`src/rtl/adc_seq_pkg.sv`:
```
// adc_seq_pkg: shared constants, register offsets, types and the
// per-sequencer depth function for the ADC sample sequencer.
// Assumes exactly four sequencers with 4-bit channel and control nibbles.
package adc_seq_pkg;
    localparam int NSEQ      = 4;
    localparam int SEQ_IDX_W = $clog2(NSEQ);
    localparam int STEPS_MAX = 8;
    localparam int STEP_W    = $clog2(STEPS_MAX);
    localparam int CHAN_W    = 4;
    localparam int NIB_W     = 4;
    localparam int SEL_W     = 4;
    localparam int PRIO_W    = 2;
    localparam int ADDR_W    = 8;
    localparam int DATA_W    = 32;

    localparam int DEPTH_SEQ0  = 8;
    localparam int DEPTH_SEQ3  = 1;
    localparam int DEPTH_OTHER = 4;

    localparam int NIB_END = 1;
    localparam int NIB_IE  = 2;

    localparam logic [ADDR_W-1:0] A_ENABLE   = 8'h00;
    localparam logic [ADDR_W-1:0] A_RAW      = 8'h04;
    localparam logic [ADDR_W-1:0] A_MASK     = 8'h08;
    localparam logic [ADDR_W-1:0] A_CLEAR    = 8'h0C;
    localparam logic [ADDR_W-1:0] A_EVSEL    = 8'h10;
    localparam logic [ADDR_W-1:0] A_PRIO     = 8'h14;
    localparam int                SEQ_BASE   = 'h20;
    localparam int                SEQ_STRIDE = 'h10;
    localparam int                OFS_MUX    = 'h0;
    localparam int                OFS_CTL    = 'h4;
    localparam int                OFS_RES    = 'h8;

    typedef logic [NSEQ-1:0][DATA_W-1:0] seq_words_t;
    typedef logic [NSEQ-1:0][SEL_W-1:0]  sel_vec_t;
    typedef logic [NSEQ-1:0][PRIO_W-1:0] prio_vec_t;

    typedef enum logic [1:0] {ST_IDLE, ST_START, ST_WAIT} eng_state_t;

    // Number of physical steps a sequencer owns.
    function automatic int seq_depth(int s);
        case (s)
            0:       return DEPTH_SEQ0;
            3:       return DEPTH_SEQ3;
            default: return DEPTH_OTHER;
        endcase
    endfunction

    // Reset priority levels: sequencer s gets level s.
    function automatic prio_vec_t prio_default();
        prio_vec_t p;
        for (int s = 0; s < NSEQ; s++) p[s] = PRIO_W'(s);
        return p;
    endfunction

    // Byte address of a per-sequencer register.
    function automatic logic [ADDR_W-1:0] seq_addr(int s, int ofs);
        return ADDR_W'(SEQ_BASE + s * SEQ_STRIDE + ofs);
    endfunction
endpackage

```
`src/rtl/adc_seq_arb.sv`:
```
// adc_seq_arb: combinational priority arbiter over the pending sequencers.
// Lowest level value wins; on equal levels the lower index wins.
// Assumes req_i is already qualified by the enable bits.
module adc_seq_arb
    import adc_seq_pkg::*;
(
    input  logic                 clk,
    input  logic                 rst_n,
    input  logic [NSEQ-1:0]      req_i,
    input  prio_vec_t            prio_i,
    output logic [NSEQ-1:0]      grant_o,
    output logic [SEQ_IDX_W-1:0] idx_o,
    output logic                 vld_o
);
    genvar gi, gj;
    generate
        for (gi = 0; gi < NSEQ; gi++) begin : g_cand
            logic [NSEQ-1:0] beats;
            for (gj = 0; gj < NSEQ; gj++) begin : g_rival
                if (gj == gi) begin : g_self
                    assign beats[gj] = 1'b1;
                end else if (gj < gi) begin : g_lower
                    assign beats[gj] = !req_i[gj] || (prio_i[gi] < prio_i[gj]);
                end else begin : g_higher
                    assign beats[gj] = !req_i[gj] || (prio_i[gi] <= prio_i[gj]);
                end
            end
            assign grant_o[gi] = req_i[gi] & (&beats);
        end
    endgenerate

    // Encode the one-hot grant into an index.
    always_comb begin
        idx_o = '0;
        for (int i = 0; i < NSEQ; i++)
            if (grant_o[i]) idx_o = SEQ_IDX_W'(i);
    end

    assign vld_o = |req_i;

    assert_grant_onehot_R7: assert property (@(posedge clk) disable iff (!rst_n)
        $onehot0(grant_o));
    assert_grant_subset_R7: assert property (@(posedge clk) disable iff (!rst_n)
        (grant_o & ~req_i) == '0);
    assert_grant_live_R7: assert property (@(posedge clk) disable iff (!rst_n)
        (|req_i) |-> (|grant_o));
endmodule

```
`src/rtl/adc_seq_engine.sv`:
```
// adc_seq_engine: latches per-sequencer trigger events, picks a sequencer
// through the arbiter and walks its steps against the converter handshake.
// Assumes conv_done arrives no earlier than the cycle after conv_start.
module adc_seq_engine
    import adc_seq_pkg::*;
#(
    parameter int NUM_EVT = 4,
    parameter int RES_W   = 10
) (
    input  logic               clk,
    input  logic               rst_n,
    input  logic [NSEQ-1:0]    en_i,
    input  sel_vec_t           evsel_i,
    input  prio_vec_t          prio_i,
    input  seq_words_t         mux_i,
    input  seq_words_t         ctl_i,
    input  logic [NUM_EVT-1:0] evt_i,
    output logic               conv_start_o,
    output logic [CHAN_W-1:0]  conv_chan_o,
    input  logic               conv_done_i,
    input  logic [RES_W-1:0]   conv_data_i,
    output logic [NSEQ-1:0]    raw_set_o,
    output logic [NSEQ-1:0]    res_we_o,
    output logic [RES_W-1:0]   res_data_o
);
    localparam int EXT_W = 2 ** SEL_W;

    logic [EXT_W-1:0]     evt_ext;
    logic [NSEQ-1:0]      hit, pend_q, req, grant;
    logic [SEQ_IDX_W-1:0] grant_idx, cur_q;
    logic                 grant_vld, launch, fin, last_step;
    eng_state_t           state_q;
    logic [STEP_W-1:0]    step_q;
    logic [DATA_W-1:0]    cur_mux, cur_ctl;
    logic [NIB_W-1:0]     cur_nib;

    assign evt_ext = EXT_W'(evt_i);

    genvar gs;
    generate
        for (gs = 0; gs < NSEQ; gs++) begin : g_hit
            assign hit[gs] = en_i[gs] & evt_ext[evsel_i[gs]];
        end
    endgenerate

    assign req = pend_q & en_i;

    adc_seq_arb u_arb (
        .clk     (clk),
        .rst_n   (rst_n),
        .req_i   (req),
        .prio_i  (prio_i),
        .grant_o (grant),
        .idx_o   (grant_idx),
        .vld_o   (grant_vld)
    );

    assign cur_mux   = mux_i[cur_q];
    assign cur_ctl   = ctl_i[cur_q];
    assign cur_nib   = cur_ctl[step_q*NIB_W +: NIB_W];
    assign last_step = cur_nib[NIB_END] || (int'(step_q) == seq_depth(int'(cur_q)) - 1);
    assign launch    = (state_q == ST_IDLE) && grant_vld;
    assign fin       = (state_q == ST_WAIT) && conv_done_i;

    // Pending events: set by a hit, cleared on launch, dropped when disabled.
    always_ff @(posedge clk) begin
        if (!rst_n) pend_q <= '0;
        else        pend_q <= ((pend_q & ~(launch ? grant : '0)) | hit) & en_i;
    end

    // Step walker: launch, issue start, wait for done, advance or finish.
    always_ff @(posedge clk) begin
        if (!rst_n) begin
            state_q <= ST_IDLE;
            cur_q   <= '0;
            step_q  <= '0;
        end else begin
            case (state_q)
                ST_IDLE: if (launch) begin
                    cur_q   <= grant_idx;
                    step_q  <= '0;
                    state_q <= ST_START;
                end
                ST_START: state_q <= ST_WAIT;
                ST_WAIT: if (fin) begin
                    if (last_step) state_q <= ST_IDLE;
                    else begin
                        step_q  <= step_q + STEP_W'(1);
                        state_q <= ST_START;
                    end
                end
                default: state_q <= ST_IDLE;
            endcase
        end
    end

    // Converter request and completion outputs.
    assign conv_start_o = (state_q == ST_START);
    assign conv_chan_o  = cur_mux[step_q*CHAN_W +: CHAN_W];
    assign res_we_o     = fin ? (NSEQ'(1) << cur_q) : '0;
    assign raw_set_o    = (fin && cur_nib[NIB_IE]) ? (NSEQ'(1) << cur_q) : '0;
    assign res_data_o   = conv_data_i;

    assert_start_pulse_R4: assert property (@(posedge clk) disable iff (!rst_n)
        conv_start_o |=> !conv_start_o);
    assert_no_preempt_R8: assert property (@(posedge clk) disable iff (!rst_n)
        (state_q == ST_WAIT && !conv_done_i) |=> (state_q == ST_WAIT && $stable(cur_q) && $stable(step_q)));
    assert_step_bound_R6: assert property (@(posedge clk) disable iff (!rst_n)
        (state_q != ST_IDLE) |-> (int'(step_q) < seq_depth(int'(cur_q))));
    assert_disabled_idle_R2: assert property (@(posedge clk) disable iff (!rst_n)
        $past(rst_n) |-> ((pend_q & ~$past(en_i)) == '0));
endmodule

```
`src/rtl/adc_seq_regs.sv`:
```
// adc_seq_regs: configuration, status, mask and result registers with a
// combinational read port and the masked interrupt outputs.
// Assumes writes and result updates come from the same clock domain.
module adc_seq_regs
    import adc_seq_pkg::*;
#(
    parameter int RES_W = 10
) (
    input  logic              clk,
    input  logic              rst_n,
    input  logic              wr_en,
    input  logic [ADDR_W-1:0] wr_addr,
    input  logic [DATA_W-1:0] wr_data,
    input  logic [ADDR_W-1:0] rd_addr,
    output logic [DATA_W-1:0] rd_data,
    output logic [NSEQ-1:0]   en_o,
    output sel_vec_t          evsel_o,
    output prio_vec_t         prio_o,
    output seq_words_t        mux_o,
    output seq_words_t        ctl_o,
    input  logic [NSEQ-1:0]   raw_set_i,
    input  logic [NSEQ-1:0]   res_we_i,
    input  logic [RES_W-1:0]  res_data_i,
    output logic [NSEQ-1:0]   irq_o
);
    logic [NSEQ-1:0]            en_q, mask_q, raw_q, clr_bits;
    sel_vec_t                   evsel_q;
    prio_vec_t                  prio_q;
    seq_words_t                 mux_q, ctl_q;
    logic [NSEQ-1:0][RES_W-1:0] res_q;

    assign clr_bits = (wr_en && wr_addr == A_CLEAR) ? wr_data[NSEQ-1:0] : '0;

    // Global registers and raw status (a set wins over a clear).
    always_ff @(posedge clk) begin
        if (!rst_n) begin
            en_q    <= '0;
            mask_q  <= '0;
            raw_q   <= '0;
            evsel_q <= '0;
            prio_q  <= prio_default();
        end else begin
            if (wr_en && wr_addr == A_ENABLE) en_q    <= wr_data[NSEQ-1:0];
            if (wr_en && wr_addr == A_MASK)   mask_q  <= wr_data[NSEQ-1:0];
            if (wr_en && wr_addr == A_EVSEL)  evsel_q <= wr_data[NSEQ*SEL_W-1:0];
            if (wr_en && wr_addr == A_PRIO)   prio_q  <= wr_data[NSEQ*PRIO_W-1:0];
            raw_q <= (raw_q & ~clr_bits) | raw_set_i;
        end
    end

    genvar gs;
    generate
        for (gs = 0; gs < NSEQ; gs++) begin : g_seq
            // Per-sequencer channel list, control word and result.
            always_ff @(posedge clk) begin
                if (!rst_n) begin
                    mux_q[gs] <= '0;
                    ctl_q[gs] <= '0;
                    res_q[gs] <= '0;
                end else begin
                    if (wr_en && wr_addr == seq_addr(gs, OFS_MUX)) mux_q[gs] <= wr_data;
                    if (wr_en && wr_addr == seq_addr(gs, OFS_CTL)) ctl_q[gs] <= wr_data;
                    if (res_we_i[gs]) res_q[gs] <= res_data_i;
                end
            end

            assert_result_hold_R9: assert property (@(posedge clk) disable iff (!rst_n)
                !res_we_i[gs] |=> $stable(res_q[gs]));
        end
    endgenerate

    // Read multiplexer.
    always_comb begin
        rd_data = '0;
        case (rd_addr)
            A_ENABLE: rd_data = DATA_W'(en_q);
            A_RAW:    rd_data = DATA_W'(raw_q);
            A_MASK:   rd_data = DATA_W'(mask_q);
            A_EVSEL:  rd_data = DATA_W'(evsel_q);
            A_PRIO:   rd_data = DATA_W'(prio_q);
            default: begin
                for (int s = 0; s < NSEQ; s++) begin
                    if (rd_addr == seq_addr(s, OFS_MUX)) rd_data = mux_q[s];
                    if (rd_addr == seq_addr(s, OFS_CTL)) rd_data = ctl_q[s];
                    if (rd_addr == seq_addr(s, OFS_RES)) rd_data = DATA_W'(res_q[s]);
                end
            end
        endcase
    end

    assign en_o    = en_q;
    assign evsel_o = evsel_q;
    assign prio_o  = prio_q;
    assign mux_o   = mux_q;
    assign ctl_o   = ctl_q;
    assign irq_o   = raw_q & mask_q;

    assert_clear_R10: assert property (@(posedge clk) disable iff (!rst_n)
        (wr_en && wr_addr == A_CLEAR) |=> ((raw_q & $past(wr_data[NSEQ-1:0] & ~raw_set_i)) == '0));
    assert_raw_source_R10: assert property (@(posedge clk) disable iff (!rst_n)
        $past(rst_n) |-> ((raw_q & ~$past(raw_q) & ~$past(raw_set_i)) == '0));
endmodule

```
`src/rtl/adc_seq_sched.sv`:
```
// adc_seq_sched: top of the prioritized four-sequencer ADC scheduler.
// Joins the register block and the step engine; the converter sits outside.
// Assumes a converter that answers each start with exactly one done pulse.
module adc_seq_sched
    import adc_seq_pkg::*;
#(
    parameter int NUM_EVT = 4,
    parameter int RES_W   = 10
) (
    input  logic               clk,
    input  logic               rst_n,
    input  logic               wr_en,
    input  logic [7:0]         wr_addr,
    input  logic [31:0]        wr_data,
    input  logic [7:0]         rd_addr,
    output logic [31:0]        rd_data,
    input  logic [NUM_EVT-1:0] evt_in,
    output logic               conv_start,
    output logic [3:0]         conv_chan,
    input  logic               conv_done,
    input  logic [RES_W-1:0]   conv_data,
    output logic [3:0]         irq
);
    logic [NSEQ-1:0]  en, raw_set, res_we;
    sel_vec_t         evsel;
    prio_vec_t        prio;
    seq_words_t       mux, ctl;
    logic [RES_W-1:0] res_data;

    adc_seq_regs #(.RES_W(RES_W)) u_regs (
        .clk        (clk),
        .rst_n      (rst_n),
        .wr_en      (wr_en),
        .wr_addr    (wr_addr),
        .wr_data    (wr_data),
        .rd_addr    (rd_addr),
        .rd_data    (rd_data),
        .en_o       (en),
        .evsel_o    (evsel),
        .prio_o     (prio),
        .mux_o      (mux),
        .ctl_o      (ctl),
        .raw_set_i  (raw_set),
        .res_we_i   (res_we),
        .res_data_i (res_data),
        .irq_o      (irq)
    );

    adc_seq_engine #(.NUM_EVT(NUM_EVT), .RES_W(RES_W)) u_engine (
        .clk          (clk),
        .rst_n        (rst_n),
        .en_i         (en),
        .evsel_i      (evsel),
        .prio_i       (prio),
        .mux_i        (mux),
        .ctl_i        (ctl),
        .evt_i        (evt_in),
        .conv_start_o (conv_start),
        .conv_chan_o  (conv_chan),
        .conv_done_i  (conv_done),
        .conv_data_i  (conv_data),
        .raw_set_o    (raw_set),
        .res_we_o     (res_we),
        .res_data_o   (res_data)
    );
endmodule

```
`config.mk`:
```
export PLATFORM = sky130hd
export DESIGN_NAME = adc_seq_sched
export DESIGN_NICKNAME = d
export VERILOG_FILES = /design/src/rtl/adc_seq_pkg.sv /design/src/rtl/adc_seq_arb.sv /design/src/rtl/adc_seq_engine.sv /design/src/rtl/adc_seq_regs.sv /design/src/rtl/adc_seq_sched.sv
export SDC_FILE = /design/constraint.sdc
export NUM_CORES = 1
export LEC_CHECK = 0
export ABC_AREA = 1
export BUFFER_PORTS_ARGS = -buffer_cell sky130_fd_sc_hd__buf_2
export CELL_PAD_IN_SITES_DETAIL_PLACEMENT = 0
export CELL_PAD_IN_SITES_GLOBAL_PLACEMENT = 2
export CORE_MARGIN = 3
export CORE_UTILIZATION = 34
export DETAILED_ROUTE_END_ITERATION = 7
export GPL_ROUTABILITY_DRIVEN = 0
export PLACE_DENSITY = 0.83
export SYNTH_ARGS = -nofsm -noshare
export SYNTH_HDL_FRONTEND = slang
export SYNTH_HIERARCHICAL = 1
export SYNTH_SLANG_ARGS = --single-unit
```
`constraint.sdc`:
```
create_clock -name clk -period 2.3 [get_ports clk]
set_clock_uncertainty 0.1 [all_clocks]
set_input_delay 0.115 -clock clk [delete_from_list [all_inputs] [get_ports clk]]
set_output_delay 0.115 -clock clk [all_outputs]
set_load 0.02 [all_outputs]
```
==> flow_summary.ini, run 1 <==
[global_routing]
grt_pass1_wl_um = 107000
grt_remaining_overflow = 0
grt_max_degree = 75
first_global_vias = 16823
antenna_found_initial = 1
grt_util_all_layers_pct = 26.3

[layout]
layout_commonest_cell = nor2_1
layout_common_cells = nor2_1, nand2_1, dfxtp_1, o21ai_0, a21oi_1
syn_to_final_growth_pct = 22.5
n_fill_cell = 5150
final_area_mm2 = 0.0207
fin_cells = 3340
antennaDiodeCount = 0
finalNetCount = 2723
layout-drive-gt1-share_pct = 15.7

[floorplanning]
die_h_um = 229
coreArea_mm2 = 0.0491
ioPinCount = 107
fp.dieW_um = 229
num_rows = 81
start_util_pct = 34.5
dieArea_mm2 = 0.0525

[setup_path]
cp_common_cell = buf_12
crit_chain = buf_12, clkinv_8, nor2_4, buf_12, a22oi_1, a21oi_1, a211oi_2, a22oi_2, buf_6
critical_path.endpoint_type = primary output
worstSetupStartpointType = flip-flop
worst_path_largest_cell_delay_ps = 350
worstSetupPathType = flip-flop to primary output
worstPathRequired_ps = 2090
cpMaxStageDelayCell = dfxtp_2
critPathMaxFanout = 7
critPathArrivalTime_ps = 2410
path_buf_inv = 4
cp_top_family = compound AO/OA/AOI/OAI gates

[logic_synthesis]
ys_ff_latch = 343
synth_cell_type_count = 47
syn_nets = 2580
synthCells = 2501
syn_area_per_cell_um2 = 6.77
synth.area.top_cells = dfxtp_1, nor2_1, nand2_1, o21ai_0, a21oi_1
netlist_area_mm2 = 0.0169
yosys.area.top_type = dfxtp_1
synth_top_area_share_pct = 40.6
ys_seq_area_share_pct = 40.6
yosys_warnings = 6

[clocking]
htreeDepth = 2
cts_root_buf = clkbuf_16
cts_buffers = 41
cts_tree = done
worstSkewPairLatency_ps = 570
clock-sinks = 343
cts_max_path_buffers = 3
clk_pin_slew_ps = 70

[hold_path]
hp-class = primary input to flip-flop

[route]
drt-pass1-iter-count = 5
vias = 17819
routed_wl_um = 71200
drc = 0
postRouteAntennaNets = 0
drtIter0Drc = 1781
vias_per_cell = 5.34
wire_per_inst_um = 21.3

[timing]
final_max_slew_viol_count = 0
hold_violations = 0
fmax_ghz = 0.381
min_period_over_period_pct = 114
setup_slack_ps = -326
period_needed_ps = 2630
slew_headroom_pct = 47.4
worst_slew_pin_slew_ps = 787
setup_viol = 4
grt_setup_unrepaired = yes

[placement]
post-place-ws_ps = 98.2
dp.cells = 3200
port_buffers = 106
placed_cell_area_mm2 = 0.0184
post-dp-hpwl_um = 50200

[power_and_ir_drop]
leakage_nw = 9.06
power_switching_share_pct = 23.2
seqPwrFrac_pct = 45.7
switching_power_w = 0.00303
power_density_mw_per_mm2 = 630
internal_power_w = 0.0100
vdd_drop_max_uv = 565
power.share.clock_pct = 50.5
combPwrFrac_pct = 3.8

[status]
status = finished with violations
violations = negative setup slack

[flow_run]
maxCapViolCount = 0
## worst reg2reg max path, stage by stage, from the launching register on
cell and delay (ps):
dfxtp_2 340, buf_12 150, nor2_4 150, buf_6 160
buf_4 170, inv_1 70, nor2_2 200, buf_4 200
clkinvlp_4 200, clkbuf_4 250, nor2_1 120, nor2_1 50
## timing repair
| item | CTS | global route |
|---|---|---|
| setup buffers | 5 | 3 |
| hold endpoints to repair | 308 | 0 |
| hold buffers | 56 | 0 |
| gates resized for setup | 58 | 42 |
| endpoints found under the setup margin | 4 | 44 |
| cloned | 2 | 0 |
| pin swaps | 20 | 32 |
## flip-flops by register name, summed over array words and instances, names as in the netlist
register	flops
u_regs/mask_q	4
u_engine/step_q	3
u_engine/pend_q	4
u_regs/mux_o	128
u_regs/prio_o	8
u_regs/res_q	40
u_engine/state_q	2
u_regs/ctl_o	128
u_regs/evsel_o	16
u_regs/en_o	4
u_engine/cur_q	2
u_regs/raw_q	4
## final timing paths
kind,endpoint,from,slack (ps),cells past startpoint
max,conv_chan[3],u_engine/cur_q[0]$_SDFFE_PN0P_,-330,9
min,u_regs/en_o[0]$_SDFFE_PN0P_,wr_addr[4],40,5
max reg2reg,u_regs/res_q[0]$_SDFFE_PN0P_,u_engine/cur_q[0]$_SDFFE_PN0P_,50,11
min reg2reg,u_engine/pend_q[3]$_SDFF_PN0_,u_engine/pend_q[3]$_SDFF_PN0_,360,2
## metrics by stage
stage / total power (W) / utilization, % / TNS (ps) / hold slack (ps)
final: 0.0131 / 42.3 / -1240 / 40.3
after global routing: 0.0135 / 42.3 / -1580 / 65.8
after CTS: 0.0132 / 42.0 / -1180 / 3.92
after detailed placement: 0.00652 / 37.5 / 0 / 327
after global placement: 0.00651 / 37.5 / 0 / 316
after floorplan: 0.00633 / - / 0 / 153
## logic make-up after synthesis
| kind of cell | share of synthesized area [%] |
|---|---|
| DFF | 40.6 |
| xor gates and xnor gates | 0.0518 |
| adders and majority gates | 0.961 |
| buffers and inverters | 9.13 |
| and+or+nand+nor | 28.3 |
| AOI/OAI and AO/OA | 21.0 |
## Yosys cell counts, drive strengths merged
cell type / n
a22o: 4
buf: 110
or2: 4
clkbuf: 70
o211ai: 4
a21boi: 2
nor3: 9
a21oi: 180
nor4: 4
o21ai: 353
a221oi: 4
xnor2: 1
a31oi: 1
o21bai: 2
dfxtp: 343
a211oi: 8
o32ai: 4
ha: 13
nand3: 85
o21a: 1
nand3b: 1
and3: 2
nor2: 596
inv: 144
clkinv: 7
o22ai: 1
nand4: 28
a22oi: 81
nand2: 439
## power by group through the flow
stage	Clock (W)	Sequential [W]	Combinational [W]
6_report	0.00659	0.00596	0.000502
5_1_grt	0.00697	0.00596	0.000539
4_1_cts	0.00671	0.00596	0.000498
3_5_place_dp	0	0.00609	0.000422
3_3_place_gp	0	0.00609	0.000419
2_1_floorplan	0	0.00609	0.000241
## layer usage
layer	vias up	wire (um)	global-route usage (%)
li1	8500	-	-
met1	8529	31900	35.7
met2	660	33300	43.9
met3	128	3890	3.03
met4	2	2070	8.08
met5	-	13	0
## final cells by class
type | instances | area, um^2 | share of cell area, %
clock buffers | 62 | 1260 | 6.06
repair buffers | 280 | 2320 | 11.2
clock inverters | 13 | 106 | 0.513
inverters | 151 | 591 | 2.85
well taps | 664 | 831 | 4.01
flip-flops and latches | 343 | 6870 | 33.1
multi-input cells | 1827 | 8760 | 42.2
No activity file was read; power rests on OpenSTA's default activity.
==> run 2: changes to the inputs <==
CORE_ASPECT_RATIO = 2   (was not set)
SETUP_SLACK_MARGIN = 0.4   (was not set)
==> run 2 against run 1 <==
  * The flow still finishes with violations (negative setup slack)
  * Combinational power is 8.2% higher
  * Sequential power hardly changed
  * Critical path depth is 1 higher
  * Via count is 2.4% higher
  * Sequential share of layout area is 2.0 points lower
  * Cell area is 7.3% higher
  * Die area is 0.31% higher
  * Total power is 2.8% lower
  * Clock power is 6.1% lower
  * Critical endpoint is now conv_chan[1]
  * Highest routed layer is now met4
==> flow_summary.ini, run 2 (synthesized netlist as in run 1, its figures left out) <==
[status]
status = finished with violations
violations = negative setup slack

[layout]
layout_common_cells = nor2_1, nand2_1, dfxtp_1, o21ai_0, a21oi_1
layout-drive-gt1-share_pct = 25.1
antennaDiodeCount = 0
fin_cells = 3321
finalNetCount = 2732
layout_commonest_cell = nor2_1
syn_to_final_growth_pct = 31.4

[power_and_ir_drop]
vdd_drop_max_uv = 526
leakage_nw = 9.78
power_density_mw_per_mm2 = 571

[clocking]
cts_tree = done
clk_pin_slew_ps = 70
cts_buffers = 35
cts_root_buf = clkbuf_16
htreeDepth = 2
cts_max_path_buffers = 3
worstSkewPairLatency_ps = 540
clock-sinks = 343

[route]
postRouteAntennaNets = 0
vias_per_cell = 5.49
drc = 0
vias = 18238
routed_wl_um = 78700
drt-pass1-iter-count = 5
drtIter0Drc = 1678
wire_per_inst_um = 23.7

[floorplanning]
die_h_um = 322
start_util_pct = 34.4
fp.dieW_um = 164
dieArea_mm2 = 0.0527
num_rows = 115
ioPinCount = 107
coreArea_mm2 = 0.0492

[setup_path]
critical_path.endpoint_type = primary output
critPathMaxFanout = 14
critPathArrivalTime_ps = 2410
worstSetupStartpointType = flip-flop
worstSetupPathType = flip-flop to primary output
worstPathRequired_ps = 2090

[timing]
whs_ps = 50.0
fin_setup_tns_ps = -1180
fmax_ghz = 0.381
setup_slack_ps = -321
period_needed_ps = 2620
worst_slew_pin_slew_ps = 824
slew_headroom_pct = 45.1
setup_viol = 4
final_max_slew_viol_count = 0
hold_violations = 0
grt_setup_unrepaired = yes
min_period_over_period_pct = 114

[hold_path]
hp-class = primary input to flip-flop

[placement]
dp.cells = 3163
post-dp-hpwl_um = 52700
port_buffers = 106

[flow_run]
maxCapViolCount = 0

[global_routing]
grt_max_degree = 92
first_global_vias = 17547
grt_pass1_wl_um = 112000
grt_util_all_layers_pct = 28.4
antenna_found_initial = 0
grt_remaining_overflow = 0
[run 2: path summary, 6_finish.rpt]
check	startpoint	to	slack, ps	depth (start not counted)
worst min-delay path	wr_data[0]	u_regs/ctl_o[0]$_SDFFE_PN0P_	50	3
worst max register to register	u_engine/cur_q[1]$_SDFFE_PN0P_	u_regs/raw_q[2]$_SDFF_PN0_	60	13
worst max-delay path	u_engine/cur_q[0]$_SDFFE_PN0P_	conv_chan[1]	-320	10
worst min register to register	u_regs/res_q[4]$_SDFFE_PN0P_	u_regs/res_q[4]$_SDFFE_PN0P_	350	2
[run 2: cell type report]
cell class              instances  area [um^2]
clock buffers                  50         1030
repair buffers                295         3040
clock inverters                12          178
fillers                      5063        27000
flip-flops and latches        343         6920
multi-input cells            1827         9630
inverters                     151          642
well taps                     643          805
[run 2: per-layer routing]
metal | wire [um] | track usage, %
met2 | 40400 | 52.4
met4 | 8140 | 21.6
met3 | 3670 | 2.92
met5 | 0 | 0
met1 | 26600 | 28.7
[run 2: report_power, final]
group | total [W] | leakage, nW | internal, W | switching, W
combinational | 0.000543 | 6.41 | 0.000180 | 0.000363
clock | 0.00619 | 0.596 | 0.00359 | 0.00260
sequential | 0.00596 | 2.78 | 0.00594 | 0.0000127
[run 2: repair_timing]
item	CTS	global route
endpoints found under the hold margin	281	0
gates cloned	7	8
hold buffers	41	0
setup buffers	18	22
setup endpoints to repair	80	86
gates resized for setup	271	228
pin swaps	70	111
[run 2: worst max-delay path: stages (launching register included)]
cell	delay, ps
dfxtp_2	350
buf_12	150
inv_4	50
nor2_4	170
buf_6	220
a22oi_2	100
a21oi_1	200
nor3_2	80
a22oi_1	210
buf_4	160
buf_2	150
[run 2: metrics by stage]
step	instance area, um^2	utilization, %	total power (W)	worst slack (ps)
global route	22200	45.2	0.0130	-384
global placement	18300	37.1	0.00652	-0.369
CTS	21100	42.8	0.0127	-289
finish	22200	45.2	0.0127	-321
floorplan	16900	-	0.00633	486
detailed placement	18300	37.1	0.00652	26.8
